--- config.mk ---
export PLATFORM = sky130hd
export DESIGN_NAME = gdrx_filter
export DESIGN_NICKNAME = d
export VERILOG_FILES = /design/src/rtl/gdrx_pkg.sv /design/src/rtl/gdrx_store.sv /design/src/rtl/gdrx_runscan.sv /design/src/rtl/gdrx_irq.sv /design/src/rtl/gdrx_filter.sv
export SDC_FILE = /design/constraint.sdc
export NUM_CORES = 1
export LEC_CHECK = 0
export BUFFER_PORTS_ARGS = -buffer_cell sky130_fd_sc_hd__clkbuf_2
export CORE_UTILIZATION = 25
export CTS_CLUSTER_DIAMETER = 200
export DETAILED_ROUTE_END_ITERATION = 12
export PLACE_DENSITY = 0.38
export SLEW_MARGIN = 20
export SYNTH_ARGS = -nofsm -noshare
export SYNTH_HDL_FRONTEND = slang
export SYNTH_HIERARCHICAL = 1
export SYNTH_SLANG_ARGS = --single-unit
--- constraint.sdc ---
create_clock -name clk -period 44.3 [get_ports clk]
set_clock_uncertainty 0.05 [all_clocks]
set_input_delay 8.86 -clock clk [delete_from_list [all_inputs] [get_ports clk]]
set_output_delay 8.86 -clock clk [all_outputs]
set_load 0.1 [all_outputs]
--- src/rtl/gdrx_pkg.sv ---
// Shared types and interrupt codes for the error-aware receive filter.
package gdrx_pkg;
    typedef struct packed {
        logic       brk;
        logic       ferr;
        logic       perr;
        logic [7:0] data;
    } rx_ent_t;

    localparam logic [7:0] IIR_NONE = 8'h01;
    localparam logic [7:0] IIR_LSI  = 8'h06;
    localparam logic [7:0] IIR_GD   = 8'h1C;
    localparam logic [7:0] IIR_RDA  = 8'h04;
    localparam logic [7:0] IIR_RTO  = 8'h0C;
endpackage

--- src/rtl/gdrx_store.sv ---
// Circular entry store with occupancy count.
// Assumes DEPTH is a power of two. A push while full is refused; the caller
// sees this through push_lost. Exposes per-slot error flags for the run scan.
module gdrx_store
    import gdrx_pkg::*;
#(
    parameter int DEPTH = 64,
    localparam int PW = $clog2(DEPTH),
    localparam int CW = $clog2(DEPTH + 1)
) (
    input  logic             clk,
    input  logic             rst_n,
    input  logic             push_req,
    input  rx_ent_t          push_ent,
    input  logic             pop_req,
    output rx_ent_t          head_ent,
    output logic [PW-1:0]    rd_ptr,
    output logic [CW-1:0]    cnt,
    output logic [DEPTH-1:0] errv,
    output logic             push_lost,
    output logic             pop_fire
);
    rx_ent_t       mem [DEPTH];
    logic [PW-1:0] wr_ptr;
    logic          full, push_fire;

    assign full      = (cnt == CW'(DEPTH));
    assign push_fire = push_req && !full;
    assign push_lost = push_req && full;
    assign pop_fire  = pop_req && (cnt != '0);
    assign head_ent  = mem[rd_ptr];

    // Per-slot error summary for the scanner.
    for (genvar g = 0; g < DEPTH; g++) begin : g_err
        assign errv[g] = mem[g].perr | mem[g].ferr | mem[g].brk;
    end

    // Write the arriving entry into its slot.
    always_ff @(posedge clk) begin
        if (push_fire) mem[wr_ptr] <= push_ent;
    end

    // Advance pointers and track occupancy.
    always_ff @(posedge clk) begin
        if (!rst_n) begin
            wr_ptr <= '0;
            rd_ptr <= '0;
            cnt    <= '0;
        end else begin
            if (push_fire) wr_ptr <= wr_ptr + 1'b1;
            if (pop_fire)  rd_ptr <= rd_ptr + 1'b1;
            cnt <= cnt + CW'(push_fire) - CW'(pop_fire);
        end
    end

    // a refused push leaves occupancy untouched
    p_full_refuse_r3: assert property (@(posedge clk) disable iff (!rst_n)
        (push_req && full && !pop_req) |=> (cnt == CW'(DEPTH)));
    // occupancy never exceeds capacity
    p_cnt_bound_r2: assert property (@(posedge clk) disable iff (!rst_n)
        cnt <= CW'(DEPTH));
endmodule

--- src/rtl/gdrx_runscan.sv ---
// Counts clean entries from the head up to the first errored entry, and
// flags whether any held entry is errored. Purely combinational.
module gdrx_runscan #(
    parameter int DEPTH = 64,
    localparam int PW = $clog2(DEPTH),
    localparam int CW = $clog2(DEPTH + 1)
) (
    input  logic [DEPTH-1:0] errv,
    input  logic [PW-1:0]    rd_ptr,
    input  logic [CW-1:0]    cnt,
    output logic [CW-1:0]    run,
    output logic             bad_any
);
    logic [PW-1:0] idx;
    logic          stop;

    // Walk held slots from the head, stopping the count at the first error.
    always_comb begin
        run     = '0;
        bad_any = 1'b0;
        stop    = 1'b0;
        idx     = '0;
        for (int i = 0; i < DEPTH; i++) begin
            idx = rd_ptr + PW'(i);
            if (CW'(i) < cnt) begin
                if (errv[idx]) begin
                    stop    = 1'b1;
                    bad_any = 1'b1;
                end else if (!stop) begin
                    run = run + 1'b1;
                end
            end
        end
    end
endmodule

--- src/rtl/gdrx_irq.sv ---
// Fixed-priority interrupt identification: line status, good data,
// data available, timeout. Combinational.
module gdrx_irq
    import gdrx_pkg::*;
(
    input  logic       lsi_pend,
    input  logic       gd_pend,
    input  logic       rda_pend,
    input  logic       rto_pend,
    output logic [7:0] code,
    output logic       req
);
    // Select the highest pending source.
    always_comb begin
        if (lsi_pend)      code = IIR_LSI;
        else if (gd_pend)  code = IIR_GD;
        else if (rda_pend) code = IIR_RDA;
        else if (rto_pend) code = IIR_RTO;
        else               code = IIR_NONE;
    end

    assign req = lsi_pend | gd_pend | rda_pend | rto_pend;
endmodule

--- src/rtl/gdrx_filter.sv ---
// Error-aware receive filter: optional discard of errored characters,
// clean-run length report, line-status summary and interrupt coding.
// Assumes one character per cycle at most; rx_tmo is a single-cycle pulse.
module gdrx_filter
    import gdrx_pkg::*;
#(
    parameter int DEPTH   = 64,
    parameter int RX_TRIG = 4,
    localparam int PW = $clog2(DEPTH),
    localparam int CW = $clog2(DEPTH + 1)
) (
    input  logic       clk,
    input  logic       rst_n,
    input  logic       rx_valid,
    input  logic [7:0] rx_data,
    input  logic       rx_perr,
    input  logic       rx_ferr,
    input  logic       rx_brk,
    input  logic       rx_tmo,
    input  logic       cfg_gd_en,
    input  logic       cfg_gd_only,
    input  logic       ie_lsi,
    input  logic       ie_gd,
    input  logic       ie_rda,
    input  logic       pop,
    output logic       head_valid,
    output logic [7:0] head_data,
    output logic [7:0] head_note,
    output logic [7:0] gdl_reg,
    output logic       lsr_rxerr,
    output logic       lsr_ovr,
    input  logic       lsr_rd,
    output logic [7:0] iir_code,
    output logic       irq
);
    rx_ent_t          in_ent, head_ent;
    logic             in_bad, push_req, push_lost, pop_fire;
    logic [PW-1:0]    rd_ptr;
    logic [CW-1:0]    cnt, run;
    logic [DEPTH-1:0] errv;
    logic             bad_any, rto_flag;

    assign in_ent   = '{brk: rx_brk, ferr: rx_ferr, perr: rx_perr, data: rx_data};
    assign in_bad   = rx_perr | rx_ferr | rx_brk;
    assign push_req = rx_valid && !(cfg_gd_only && in_bad);

    gdrx_store #(.DEPTH(DEPTH)) u_store (
        .clk(clk), .rst_n(rst_n), .push_req(push_req), .push_ent(in_ent),
        .pop_req(pop), .head_ent(head_ent), .rd_ptr(rd_ptr), .cnt(cnt),
        .errv(errv), .push_lost(push_lost), .pop_fire(pop_fire)
    );

    gdrx_runscan #(.DEPTH(DEPTH)) u_scan (
        .errv(errv), .rd_ptr(rd_ptr), .cnt(cnt), .run(run), .bad_any(bad_any)
    );

    // Sticky overrun: set on a refused push, cleared by a status read.
    always_ff @(posedge clk) begin
        if (!rst_n)         lsr_ovr <= 1'b0;
        else if (push_lost) lsr_ovr <= 1'b1;
        else if (lsr_rd)    lsr_ovr <= 1'b0;
    end

    // Timeout latch: armed by an idle pulse with data held, cleared by a pop.
    always_ff @(posedge clk) begin
        if (!rst_n)                      rto_flag <= 1'b0;
        else if (pop_fire)               rto_flag <= 1'b0;
        else if (rx_tmo && cnt != '0)    rto_flag <= 1'b1;
    end

    assign head_valid = (cnt != '0);
    assign head_data  = head_valid ? head_ent.data : 8'h00;
    assign head_note  = {3'b000, head_valid & head_ent.brk, 1'b0, lsr_ovr,
                         head_valid & head_ent.ferr, head_valid & head_ent.perr};
    assign gdl_reg    = cfg_gd_en ? {bad_any, 7'(run)} : 8'h00;
    assign lsr_rxerr  = bad_any;

    gdrx_irq u_irq (
        .lsi_pend(ie_lsi && (bad_any || lsr_ovr)),
        .gd_pend (ie_gd && cfg_gd_en && run != '0),
        .rda_pend(ie_rda && cnt >= CW'(RX_TRIG)),
        .rto_pend(ie_rda && rto_flag),
        .code(iir_code), .req(irq)
    );

    // an errored arrival in discard mode never grows the queue
    p_drop_bad_r4: assert property (@(posedge clk) disable iff (!rst_n)
        (rx_valid && cfg_gd_only && in_bad && !pop) |=> (cnt == $past(cnt)));
    // overrun persists until a status read
    p_ovr_hold_r3: assert property (@(posedge clk) disable iff (!rst_n)
        (lsr_ovr && !lsr_rd) |=> lsr_ovr);
    // the clean run never exceeds occupancy, and is short of it when an error is held
    p_run_bound_r5: assert property (@(posedge clk) disable iff (!rst_n)
        (run <= cnt) && (!bad_any || run < cnt));
    // a pop always clears the latched timeout
    p_rto_clear_r9: assert property (@(posedge clk) disable iff (!rst_n)
        pop_fire |=> !rto_flag);
    // an enabled line-status condition always wins the code
    p_lsi_first_r8: assert property (@(posedge clk) disable iff (!rst_n)
        (ie_lsi && (lsr_rxerr || lsr_ovr)) |-> (iir_code == IIR_LSI && irq));
endmodule

---- After elaboration in Yosys (flattened, before gate mapping) ----
Memory sizes are Yosys's and may differ from the RTL's. A register that Yosys moved wholly into a read port is not among the register bits.
Cells that the tools add are included.
word-level totals
  memory bits (writable) .................. 704
  bits of input ports ..................... 22
  bits in registers ....................... 21
  word-level logic and storage cells ...... 879
  bits in read-only memories .............. 0
  output and inout port bits .............. 36
  bits in latches ......................... 0
  memories kept ........................... 1
cells by class
  multiply operators ...................... 0
  add/sub/neg operators ................... 129
  mux-type cells .......................... 459
  div/mod/pow operators ................... 0
  shift operators ......................... 0
  reduce and logical (&&, ||, !) cells .... 18
  bitwise logic cells ..................... 137
  equality and inequality tests ........... 1
  order comparisons ....................... 129
memories
  memory       words  width  read ports  clocked after Yosys merged registers in  wr ports  RTL line          source
  u_store.mem  64     11     65          1                                        1         gdrx_store.sv:23  rx_ent_t mem [DEPTH];
operator list
  kind                   number
  $mux W7                190
  $lt A6 B7 Y1 const B   64
  $add A7 B1 Y7 const B  63
  $bmux W1 S6            64
  $lt A6 B7 Y1 const A   32
  $mux W1                197
  $add A6 B6 Y6 const B  32
  $or A1 B1 Y1           133
  $lt A5 B7 Y1 const A   16
  $add A6 B5 Y6 const B  16
  $lt A4 B7 Y1 const A   8
  $add A6 B4 Y6 const B  8
  $mux W8                5
  $lt A3 B7 Y1 const A   4
  $add A6 B3 Y6 const B  4
  $lt A1 B7 Y1 const A   2
  $lt A2 B7 Y1 const A   2
  $reduce_bool A7 Y1     2
  $add A6 B1 Y6 const B  2
  $add A6 B2 Y6 const B  2
  $mux W6                2
  $logic_and A1 B1 Y1    11
  $add A7 B1 Y7          1
  $eq A7 B7 Y1 const B   1
  other kinds (9)        12

---- Depth between registers and ports, before layout ----
Gate-level depths: netlist (run 1).
An unclocked memory read counts as a cell.
  depth after elaboration ................. 264
  mapped depth ............................ 183

---- By module ----
Netlist (run 1), hierarchy kept.
modules (own cells, without submodules)
  module        times used  seq. area each (µm²)  area each (µm²)  cells an instance
  gdrx_store    1           21640.8               28999.1          1430
  gdrx_runscan  1           0.0                   19536.2          2515
  gdrx_filter   1           40.0                  351.6            46
  gdrx_irq      1           0.0                   81.3             12

---- Least setup slack after synthesis (run 1) ----
Ideal clock, no wire load.
  path type ............................... reg2out
  from .................................... register u_store.rd_ptr[0]
  to ...................................... output port iir_code[2]
  cell stages (with the launch flop) ...... 172
  path slack .............................. 1.177 ns
  path buffers ............................ 9
  arrival time ............................ 34.213 ns
  cells stage by stage .................... dfxtp_1 -> buf_4 -> buf_8 -> buf_6 -> buf_4 -> buf_4 -> buf_2 -> inv_1 -> ha_1 -> clkbuf_1 -> clkbuf_1 -> clkbuf_1 -> mux4_2 -> o211ai_1 -> nand4_1 -> mux4_2 -> a21oi_1 -> nor2b_1 -> (+136 left out) -> o21ba_2 -> ha_1 -> mux2_2 -> ha_1 -> nand2b_1 -> o21a_1 -> ha_1 -> and2_1 -> maj3_1 -> a32oi_1 -> mux2i_1 -> xor2_1 -> mux4_2 -> xnor2_1 -> nor4_1 -> a21oi_1 -> nor4_4 -> inv_1
on the way
  word-level cells in the longest chain between the ends .. 260
RTL lines
  element                        RTL line            source
  from (decl)                    gdrx_store.sv:17    output logic [PW-1:0] rd_ptr,
  from (signal assigned)         gdrx_store.sv:51    if (pop_fire) rd_ptr <= rd_ptr + 1'b1;
  $bmux W1 S6                    gdrx_runscan.sv:26  if (errv[idx]) begin
  $mux W1 (not written as such)  gdrx_runscan.sv:26
  $mux W1                        gdrx_runscan.sv:26
  $mux W7                        gdrx_runscan.sv:25  if (CW'(i) < cnt) begin
  $add A7 B1 Y7                  gdrx_runscan.sv:30  run = run + 1'b1;
  $mux W7                        gdrx_runscan.sv:29  end else if (!stop) begin
  $mux W7                        gdrx_runscan.sv:26
  $mux W7                        gdrx_runscan.sv:25
  (+245 left out)                -
  $mux W7                        gdrx_runscan.sv:29
  $mux W7                        gdrx_runscan.sv:26
  $mux W7 *                      gdrx_runscan.sv:25
  net run[6]                     gdrx_filter.sv:39   logic [CW-1:0] cnt, run;
  $reduce_bool A7 Y1 *           gdrx_filter.sv:80   .gd_pend (ie_gd && cfg_gd_en && run != '0),
  $logic_and A1 B1 Y1 *          gdrx_filter.sv:80
  $mux W8 *                      gdrx_irq.sv:16      else if (gd_pend) code = IIR_GD;
  $mux W8 *                      gdrx_irq.sv:15      if (lsi_pend) code = IIR_LSI;
  to (decl)                      gdrx_filter.sv:33   output logic [7:0] iir_code,
Mark *: on every way through the listed nets, which the timed path passes. The rest lies on a longest branch. The select of a mux whose other input is x is not followed.

==> results.sh, run 1 <==
export IMPL_synth_area_leaders="edfxtp_1 (43%), mux4_2 (14%), mux2i_1 (4.0%)"
export IMPL_syn_area_per_cell_um2=12.2
export IMPL_ant_nets=0
export IMPL_core_area_mm2=0.195
export IMPL_max_cap_violations=0
export IMPL_dpl_cell_area_mm2=0.0526
export IMPL_fin_area_mm2=0.0558
export IMPL_ios=58
export IMPL_synthArstFlopShare=0
export IMPL_die_x_um=445
export IMPL_ys_types=132
export IMPL_post_dp_hpwl_mm=122
export IMPL_yosysWarnings=6
export IMPL_slew_limit_headroom=0.260
export IMPL_die_area_mm2=0.198
export IMPL_yosysTopAreaCell="edfxtp_1"
export IMPL_worstPathArrival_ns=33.40
export IMPL_clk_pin_slew_ns=0.06
export IMPL_clockRootBuffer="clkbuf_16"
export IMPL_grt_use_total=0.165
export IMPL_leakage_nw=18.0
export IMPL_grt_pass1_wl_mm=244
export IMPL_ys_flop_type="edfxtp_1"
export IMPL_drt_pass1_iterations=7
export IMPL_diodes=0
export IMPL_tns_ns=0
export IMPL_cp_start_kind="register"
export IMPL_fin_total_pwr_mw=2.31
export IMPL_synth_edf_count=704
export IMPL_cts_buffer_depth=3
export IMPL_period_needed_ns=42.31
export IMPL_whs_ns=0.450
export IMPL_finalHoldViolCount=0
export IMPL_die_y_um=445
export IMPL_peakVddDrop_mv=0.0874
export IMPL_power_density_mw_per_mm2=41.5
export IMPL_ys_seq_elements=731
export IMPL_worstPathMaxFanout=5
export IMPL_rows=162
export IMPL_max_freq_mhz=23.6
export IMPL_crit_path_end_kind="primary output"
export IMPL_synth_seq_area_share=0.443
export IMPL_dr_first_iter_drc_count=2632
export IMPL_finalMaxSlewViolations=0
export IMPL_num_nets_final=4209
export IMPL_postSynthCellCount=4003
export IMPL_crit_type="reg -> out"
export IMPL_hold_buffers=0
export IMPL_grt_start_max_net_pins=107
export IMPL_setup_viol=0
export IMPL_hp_class="reg -> reg"
export IMPL_synth_top_area_share=0.432
export IMPL_clock_latency_ns=0.66
export IMPL_drc_errors=0
export IMPL_period_share=0.955
export IMPL_grt_pass1_vias=34466
export IMPL_syn_area_mm2=0.0490
export IMPL_crit_path_frequent_cell="ha_1"
export IMPL_start_util=0.251
export IMPL_cp_buffers_inverters=6
export IMPL_status="complete, no violations"
export IMPL_worst_pin_slew_ns=1.11
export IMPL_cts_tree="yes"
export IMPL_grt_overflow_total=0
export IMPL_required_ns=35.39
export IMPL_wl_per_cell_um=24.6
export IMPL_viasPerCell=5.09
export IMPL_max_stage_delay_ns=0.60
export IMPL_cts_buffers_inserted=75
export IMPL_area_delta_synth_final_pct=13.9
export IMPL_gp_congestion=0.871
export IMPL_num_vias=34465
export IMPL_final_fill_count=19927
export IMPL_final_common_cell="edfxtp_1"
export IMPL_antenna_found_initial=1
export IMPL_cpMaxStageDelayCell="mux4_2"
export IMPL_fin_util=0.286
export IMPL_drive_gt1_frac=0.219
export IMPL_cts_sinks=731
export IMPL_io_buffers=50
export IMPL_path_delay_family="adder cells"
export IMPL_cts_htree_levels=3
export IMPL_layout_common_cells="edfxtp_1 (704), nor2_1 (321), mux4_2 (306)"
export IMPL_routed_wirelength_mm=167
-- through the flow --
stage | setup WS [ns] | std cells
6_report | 1.99 | 6776
2_1_floorplan | 1.18 | 4008
3_3_place_gp | 1.37 | 6610
5_1_grt | -0.224 | 6776
3_5_place_dp | 0.657 | 6610
4_1_cts | 0.0125 | 6743
-- layout make-up --
type                       instances  area, µm²  area share
multi-input combinational       2962      26200       0.469
timing repair buffer             216       1740      0.0312
clock inverter                    35        468     0.00839
inverter                         111        420     0.00754
clock buffer                      97       2010      0.0361
sequential                       731      21700       0.389
tap                             2624       3280      0.0589
-- repair_timing --
action,4_1_cts,5_1_grt
cloned,1,1
gates resized for setup,4,80
setup buffers,0,32
endpoints found under the setup margin,5,11
pin swaps,0,24
hold endpoints to repair,0,0
-- metal layers --
metal	wire length [µm]	share of wire	up-vias	track usage
li1	-	-	15797	-
met1	75600	0.45	17756	0.221
met2	81700	0.49	754	0.284
met3	5210	0.031	158	0.0146
met4	4130	0.025	0	0.0413
met5	0	0	-	0
-- cell families after synthesis --
logic type | count (synthesis) | share of synthesized area
AND/OR/NAND/NOR | 1279 | 0.133
multiplexers | 602 | 0.211
buffers and inverters | 315 | 0.0335
other | 2 | 0.000153
adder cells (fa/ha/maj) | 108 | 0.0268
XOR/XNOR | 264 | 0.0572
AO/OA/AOI/OAI | 702 | 0.0959
flip-flops | 731 | 0.443
-- synth_stat cells (50+ instances only) --
cell type,count
ha_1,89
nand4_1,54
nor2b_1,50
clkbuf_1,88
xor2_1,79
or3_1,91
and2_1,61
mux2i_1,198
o21ai_0,148
inv_1,108
mux2_2,69
mux4_2,306
a21oi_1,174
nor3_1,64
nand2_1,283
nand3_1,91
nor2_1,347
edfxtp_1,704
xnor2_1,151
-- path summary, 6_finish.rpt --
kind              slack, ns                 end  cells past startpoint                from
setup / recovery       1.99         iir_code[0]                    162  u_store/mem[40][9]
hold / removal         0.45            rto_flag                      1            rto_flag
setup reg to reg      40.06  u_store/mem[49][2]                      7      u_store/cnt[2]
hold reg to reg        0.45            rto_flag                      1            rto_flag
-- power breakdown --
part / switching, mW / internal [mW] / leakage (nW)
clock network: 0.277 / 0.372 / 1.20
registers: 0.0164 / 0.764 / 6.56
logic: 0.557 / 0.327 / 10.3
-- flip-flops by register name (all words and copies together) (netlist names), named ones only --
register	cells
u_store/mem	704
u_store/cnt	7
u_store/rd_ptr	6
u_store/wr_ptr	6
lsr_ovr	1
rto_flag	1
(Power assumes the default switching activity.)
==> inputs of run 2 (changes only) <==
Settings changed: CTS_BUF_LIST set to sky130_fd_sc_hd__clkbuf_8.
==> results.sh, run 2 (synthesis results as in run 1) <==
export IMPL_status="complete, no violations"
export IMPL_ant_nets=0
export IMPL_grt_pass1_vias=34878
export IMPL_routed_wirelength_mm=167
export IMPL_dr_first_iter_drc_count=2487
export IMPL_slew_limit_headroom=0.271
export IMPL_peakVddDrop_mv=0.0675
export IMPL_whs_ns=0.450
export IMPL_grt_start_max_net_pins=107
export IMPL_max_freq_mhz=23.6
export IMPL_regMostFlops="u_store/mem"
export IMPL_clk_pin_slew_ns=0.06
export IMPL_period_needed_ns=42.32
export IMPL_hp_start="rto_flag"
export IMPL_startpoint="u_store/mem[41][9]"
export IMPL_cpMaxStageDelayCell="mux4_2"
export IMPL_core_area_mm2=0.195
export IMPL_seqCellArea_mm2=0.0217
export IMPL_cts_buffer_depth=3
export IMPL_crit_path_frequent_cell="ha_1"
export IMPL_grtUsageMet2=0.285
export IMPL_num_nets_final=4247
export IMPL_die_y_um=445
export IMPL_start_util=0.251
export IMPL_drt_pass1_iterations=6
export IMPL_finalHoldViolCount=0
export IMPL_gp_congestion=0.871
export IMPL_max_stage_delay_ns=0.60
export IMPL_required_ns=35.39
export IMPL_viasPerCell=5.06
export IMPL_grt_pass1_wl_mm=244
export IMPL_grt_overflow_total=0
export IMPL_antenna_found_initial=3
export IMPL_setup_viol=0
export IMPL_cts_buffers_inserted=112
export IMPL_grt_use_total=0.165
export IMPL_cts_htree_levels=3
export IMPL_num_vias=34686
export IMPL_final_common_cell="edfxtp_1"
export IMPL_period_share=0.955
export IMPL_clock_latency_ns=0.79
export IMPL_rows=162
export IMPL_fin_area_mm2=0.0556
export IMPL_multiInputGateArea_mm2=0.0262
export IMPL_drc_errors=0
export IMPL_ios=58
export IMPL_grt_use_met1=0.219
export IMPL_use_met3=0.0138
export IMPL_worstPathArrival_ns=33.41
export IMPL_die_x_um=445
export IMPL_post_dp_hpwl_mm=122
export IMPL_worstPathMaxFanout=5
export IMPL_reg_top3="u_store/mem: 704 flops, u_store/cnt: 7 flops"
export IMPL_die_area_mm2=0.198
export IMPL_final_fill_count=20034
export IMPL_finalMaxSlewViolations=0
export IMPL_cp_start_kind="register"
export IMPL_layout_common_cells="edfxtp_1 (704), nor2_1 (320), mux4_2 (306)"
export IMPL_max_cap_violations=0
export IMPL_area_delta_synth_final_pct=13.5
export IMPL_grt_busiest_layer="met2"
export IMPL_crit_path_end_kind="primary output"
export IMPL_fin_total_pwr_mw=2.23
export IMPL_cts_tree="yes"
export IMPL_hold_buffers=0
export IMPL_wl_per_cell_um=24.4
export IMPL_power_density_mw_per_mm2=40.1
export IMPL_r2r_start="u_store/cnt[2]"
export IMPL_drive_gt1_frac=0.227
export IMPL_clockRootBuffer="clkbuf_8"
export IMPL_largest_reg_flops=704
export IMPL_worst_pin_slew_ns=1.09
export IMPL_cts_sinks=731
export IMPL_crit_type="reg -> out"
export IMPL_dpl_cell_area_mm2=0.0526
export IMPL_leakage_nw=18.1
export IMPL_hp_class="reg -> reg"
export IMPL_io_buffers=50
-- run 2: changes by cell type in the layout (fill, tap and decap cells not counted), moves of 6 or more --
cell	change
clkbuf_1	-19
clkinv_2	+11
clkinvlp_4	+6
clkbuf_16	-77
clkinv_1	+17
inv_1	+33
clkbuf_8	+112
-- run 2: worst paths after layout --
check / end / slack (ns) / cells past startpoint
hold reg to reg: rto_flag / 0.45 / 1
setup reg to reg: u_store/mem[49][4] / 40.10 / 7
hold / removal: rto_flag / 0.45 / 1
setup / recovery: iir_code[0] / 1.98 / 162
-- run 2: layout make-up --
class | instances | share of cell area
antenna | 2 | 0.0000901
clock buffer | 113 | 0.0280
clock inverter | 96 | 0.0118
inverter | 111 | 0.00763
multi-input combinational | 2962 | 0.471
sequential | 731 | 0.391
tap | 2624 | 0.0591
timing repair buffer | 217 | 0.0314
-- run 2: report_power, final --
group	switching [mW]	internal, mW
Sequential	0.0157	0.764
Combinational	0.558	0.328
Clock	0.275	0.287
-- run 2: timing repair --
action                     CTS  global route
pin swaps                    0            25
setup endpoints to repair    5            11
gates resized for setup      8            85
cloned                       1             1
buffers inserted             5            28
-- run 2: critical path, delay by kind of cell (launching register included) --
kind                       cells  cell delay, ns
AOI/OAI and AO/OA             52            8.72
xor gates and xnor gates       3            0.43
adders and majority gates     35            9.94
buffers and inverters          6            0.83
DFF                            1            0.39
muxes                         19            5.23
and+or+nand+nor               47            7.13
-- run 2: per-stage QoR --
stage	util	cells	setup TNS [ns]	setup slack, ns
floorplan	-	4008	0	1.18
CTS	0.282	6825	0	0.0565
global placement	0.270	6610	0	1.37
detailed placement	0.270	6610	0	0.657
finish	0.285	6856	0	1.98
global route	0.285	6855	-0.734	-0.192
-- run 2: routing by layer --
metal  vias up  wire, µm
li1      15917         -
met1     17847     75600
met2       729     82100
met3       193      5210
met4         0      4260
met5         -         0
==> inputs of run 3 (changes only) <==
Settings changed: PLACE_DENSITY 0.38 to 0.37, SYNTH_HIERARCHICAL 1 to not set.
==> results.sh, run 3 <==
export IMPL_syn_area_mm2=0.0517
export IMPL_worst_pin_slew_ns=1.16
export IMPL_yosysMostFrequentCell="edfxtp_1"
export IMPL_syn_area_per_cell_um2=11.8
export IMPL_synth_top_area_share=0.409
export IMPL_max_stage_delay_ns=0.54
export IMPL_ys_types=127
export IMPL_cp_buffers_inverters=15
export IMPL_io_buffers=50
export IMPL_max_freq_mhz=20.5
export IMPL_clock_latency_ns=0.83
export IMPL_hold_buffers=0
export IMPL_area_delta_synth_final_pct=31.8
export IMPL_crit_path_end_kind="primary output"
export IMPL_rsz0062_at_grt="yes"
export IMPL_viasPerCell=5.15
export IMPL_die_y_um=457
export IMPL_grt_start_max_net_pins=65
export IMPL_cts_tree="yes"
export IMPL_routed_wirelength_mm=206
export IMPL_finalMaxSlewViolations=0
export IMPL_worstPathMaxFanout=8
export IMPL_gp_congestion=0.924
export IMPL_synth_area_leaders="edfxtp_1 (41%), mux4_2 (15%), xnor2_1 (3.9%)"
export IMPL_setup_viol=11
export IMPL_ys_flop_type="edfxtp_1"
export IMPL_dpl_cell_area_mm2=0.0638
export IMPL_tns_ns=-43.78
export IMPL_crit_path_frequent_cell="ha_4"
export IMPL_cpMaxStageDelayCell="mux4_2"
export IMPL_slew_limit_headroom=0.222
export IMPL_cts_buffer_depth=3
export IMPL_antenna_found_initial=6
export IMPL_ys_seq_elements=731
export IMPL_peakVddDrop_mv=0.0438
export IMPL_grt_use_total=0.193
export IMPL_power_density_mw_per_mm2=41.2
export IMPL_required_ns=35.39
export IMPL_largest_reg_flops=704
export IMPL_cts_htree_levels=3
export IMPL_crit_type="reg -> out"
export IMPL_period_share=1.10
export IMPL_fin_area_mm2=0.0681
export IMPL_start_util=0.252
export IMPL_cts_sinks=731
export IMPL_status="complete, but fails checks"
export IMPL_num_nets_final=5655
export IMPL_clk_pin_slew_ns=0.06
export IMPL_ant_nets=0
export IMPL_grt_overflow_total=0
export IMPL_clockRootBuffer="clkbuf_8"
export IMPL_post_dp_hpwl_mm=160
export IMPL_die_area_mm2=0.209
export IMPL_synth_commonest_cells="edfxtp_1 (704), mux4_2 (341), nand2_1 (306)"
export IMPL_max_cap_violations=0
export IMPL_yosysWarnings=0
export IMPL_fin_util=0.332
export IMPL_dr_first_iter_drc_count=3049
export IMPL_cp_start_kind="register"
export IMPL_cts_buffers_inserted=121
export IMPL_synthArstFlopShare=0
export IMPL_hp_class="reg -> reg"
export IMPL_grt_pass1_vias=43168
export IMPL_violations="negative setup slack"
export IMPL_finalHoldViolCount=0
export IMPL_postSynthCellCount=4386
export IMPL_die_x_um=457
export IMPL_whs_ns=0.597
export IMPL_synth_edf_count=704
export IMPL_layout_common_cells="buf_4 (1153), edfxtp_1 (704), mux4_2 (341)"
export IMPL_synth_seq_area_share=0.419
export IMPL_final_common_cell="buf_4"
export IMPL_fin_total_pwr_mw=2.81
export IMPL_core_area_mm2=0.205
export IMPL_worst_slack_ns=-4.44
export IMPL_leakage_nw=24.1
export IMPL_num_vias=42902
export IMPL_drt_pass1_iterations=6
export IMPL_grt_pass1_wl_mm=300
export IMPL_period_needed_ns=48.74
export IMPL_regMostFlops="u_store.mem"
export IMPL_worstPathArrival_ns=39.83
export IMPL_rows=166
export IMPL_drc_errors=0
export IMPL_drive_gt1_frac=0.388
export IMPL_yosysTopAreaCell="edfxtp_1"
export IMPL_reg_top3="u_store.mem: 704 flops, u_store.cnt: 7 flops"
export IMPL_path_delay_family="adder cells"
export IMPL_wl_per_cell_um=24.7
export IMPL_ios=58
-- run 3: cell types whose count changed after synthesis, moves of 39 or more --
cell       change
a2111oi_0     +41
xnor2_1       +79
a21oi_1       -39
nor2_1        -60
mux2i_1      -133
nor4_1       +115
nor3_1       +175
o21ai_0       -43
or3_1         -64
nand3_1       +41
-- run 3: repair_timing --
| action | 4_1_cts | 5_1_grt |
|---|---|---|
| pin swaps | 54 | 117 |
| setup endpoints to repair | 11 | 11 |
| cloned | 3 | 0 |
| gates resized for setup | 90 | 117 |
| hold endpoints to repair | 0 | 0 |
| setup buffers | 66 | 31 |
-- run 3: layout make-up --
class	count	area [µm²]
timing repair buffer	1246	9860
inverter	118	445
tap	2688	3360
fill	20522	137000
clock buffer	124	1710
antenna	6	15.0
sequential	731	21700
multi-input combinational	3315	30400
clock inverter	100	652
-- run 3: tightest hold or removal path: stages (launching register included) --
cell and delay, ns:
dfxtp_1 0.39, mux2i_1 0.16, nor2b_1 0.06
-- run 3: metrics by stage --
| stage | worst slack [ns] | std cells |
|---|---|---|
| 2_1_floorplan | -3.94 | 4392 |
| 3_3_place_gp | -4.17 | 8001 |
| 3_5_place_dp | -4.42 | 8001 |
| 4_1_cts | -4.61 | 8294 |
| 5_1_grt | -6.30 | 8324 |
| 6_report | -4.44 | 8328 |
-- run 3: final timing paths --
kind | from | endpoint | slack [ns] | cells after the start
worst max-delay path | u_store.rd_ptr[1] | iir_code[0] | -4.44 | 212
worst min-delay path | u_store.wr_ptr[1] | u_store.wr_ptr[1] | 0.60 | 2
worst max register to register | u_store.cnt[4] | u_store.mem[29][0] | 39.79 | 8
worst min register to register | u_store.wr_ptr[1] | u_store.wr_ptr[1] | 0.60 | 2
-- run 3: where the power goes --
part,switching (mW),internal [mW],total (mW)
sequential,0.0148,0.764,0.779
clock,0.289,0.298,0.588
combinational,0.830,0.611,1.44
total,1.13,1.67,2.81
-- run 3: cells by family (layout without fill, tap and decap cells) --
family	after synthesis	count (layout)	share of synthesized area
AOI/OAI and AO/OA	733	733	0.103
xor gates and xnor gates	373	373	0.0787
adders and majority gates	107	107	0.0257
buffers and inverters	346	1588	0.0301
DFF	731	731	0.419
muxes	450	450	0.171
other	1	13	0.0000725
and+or+nand+nor	1645	1645	0.172
-- run 3: per-layer routing --
metal	vias up	share of wire	track usage
met5	-	0.00013	0
met4	4	0.034	0.0649
met3	277	0.034	0.0189
met2	1000	0.49	0.332
met1	21780	0.44	0.251
li1	19841	-	-
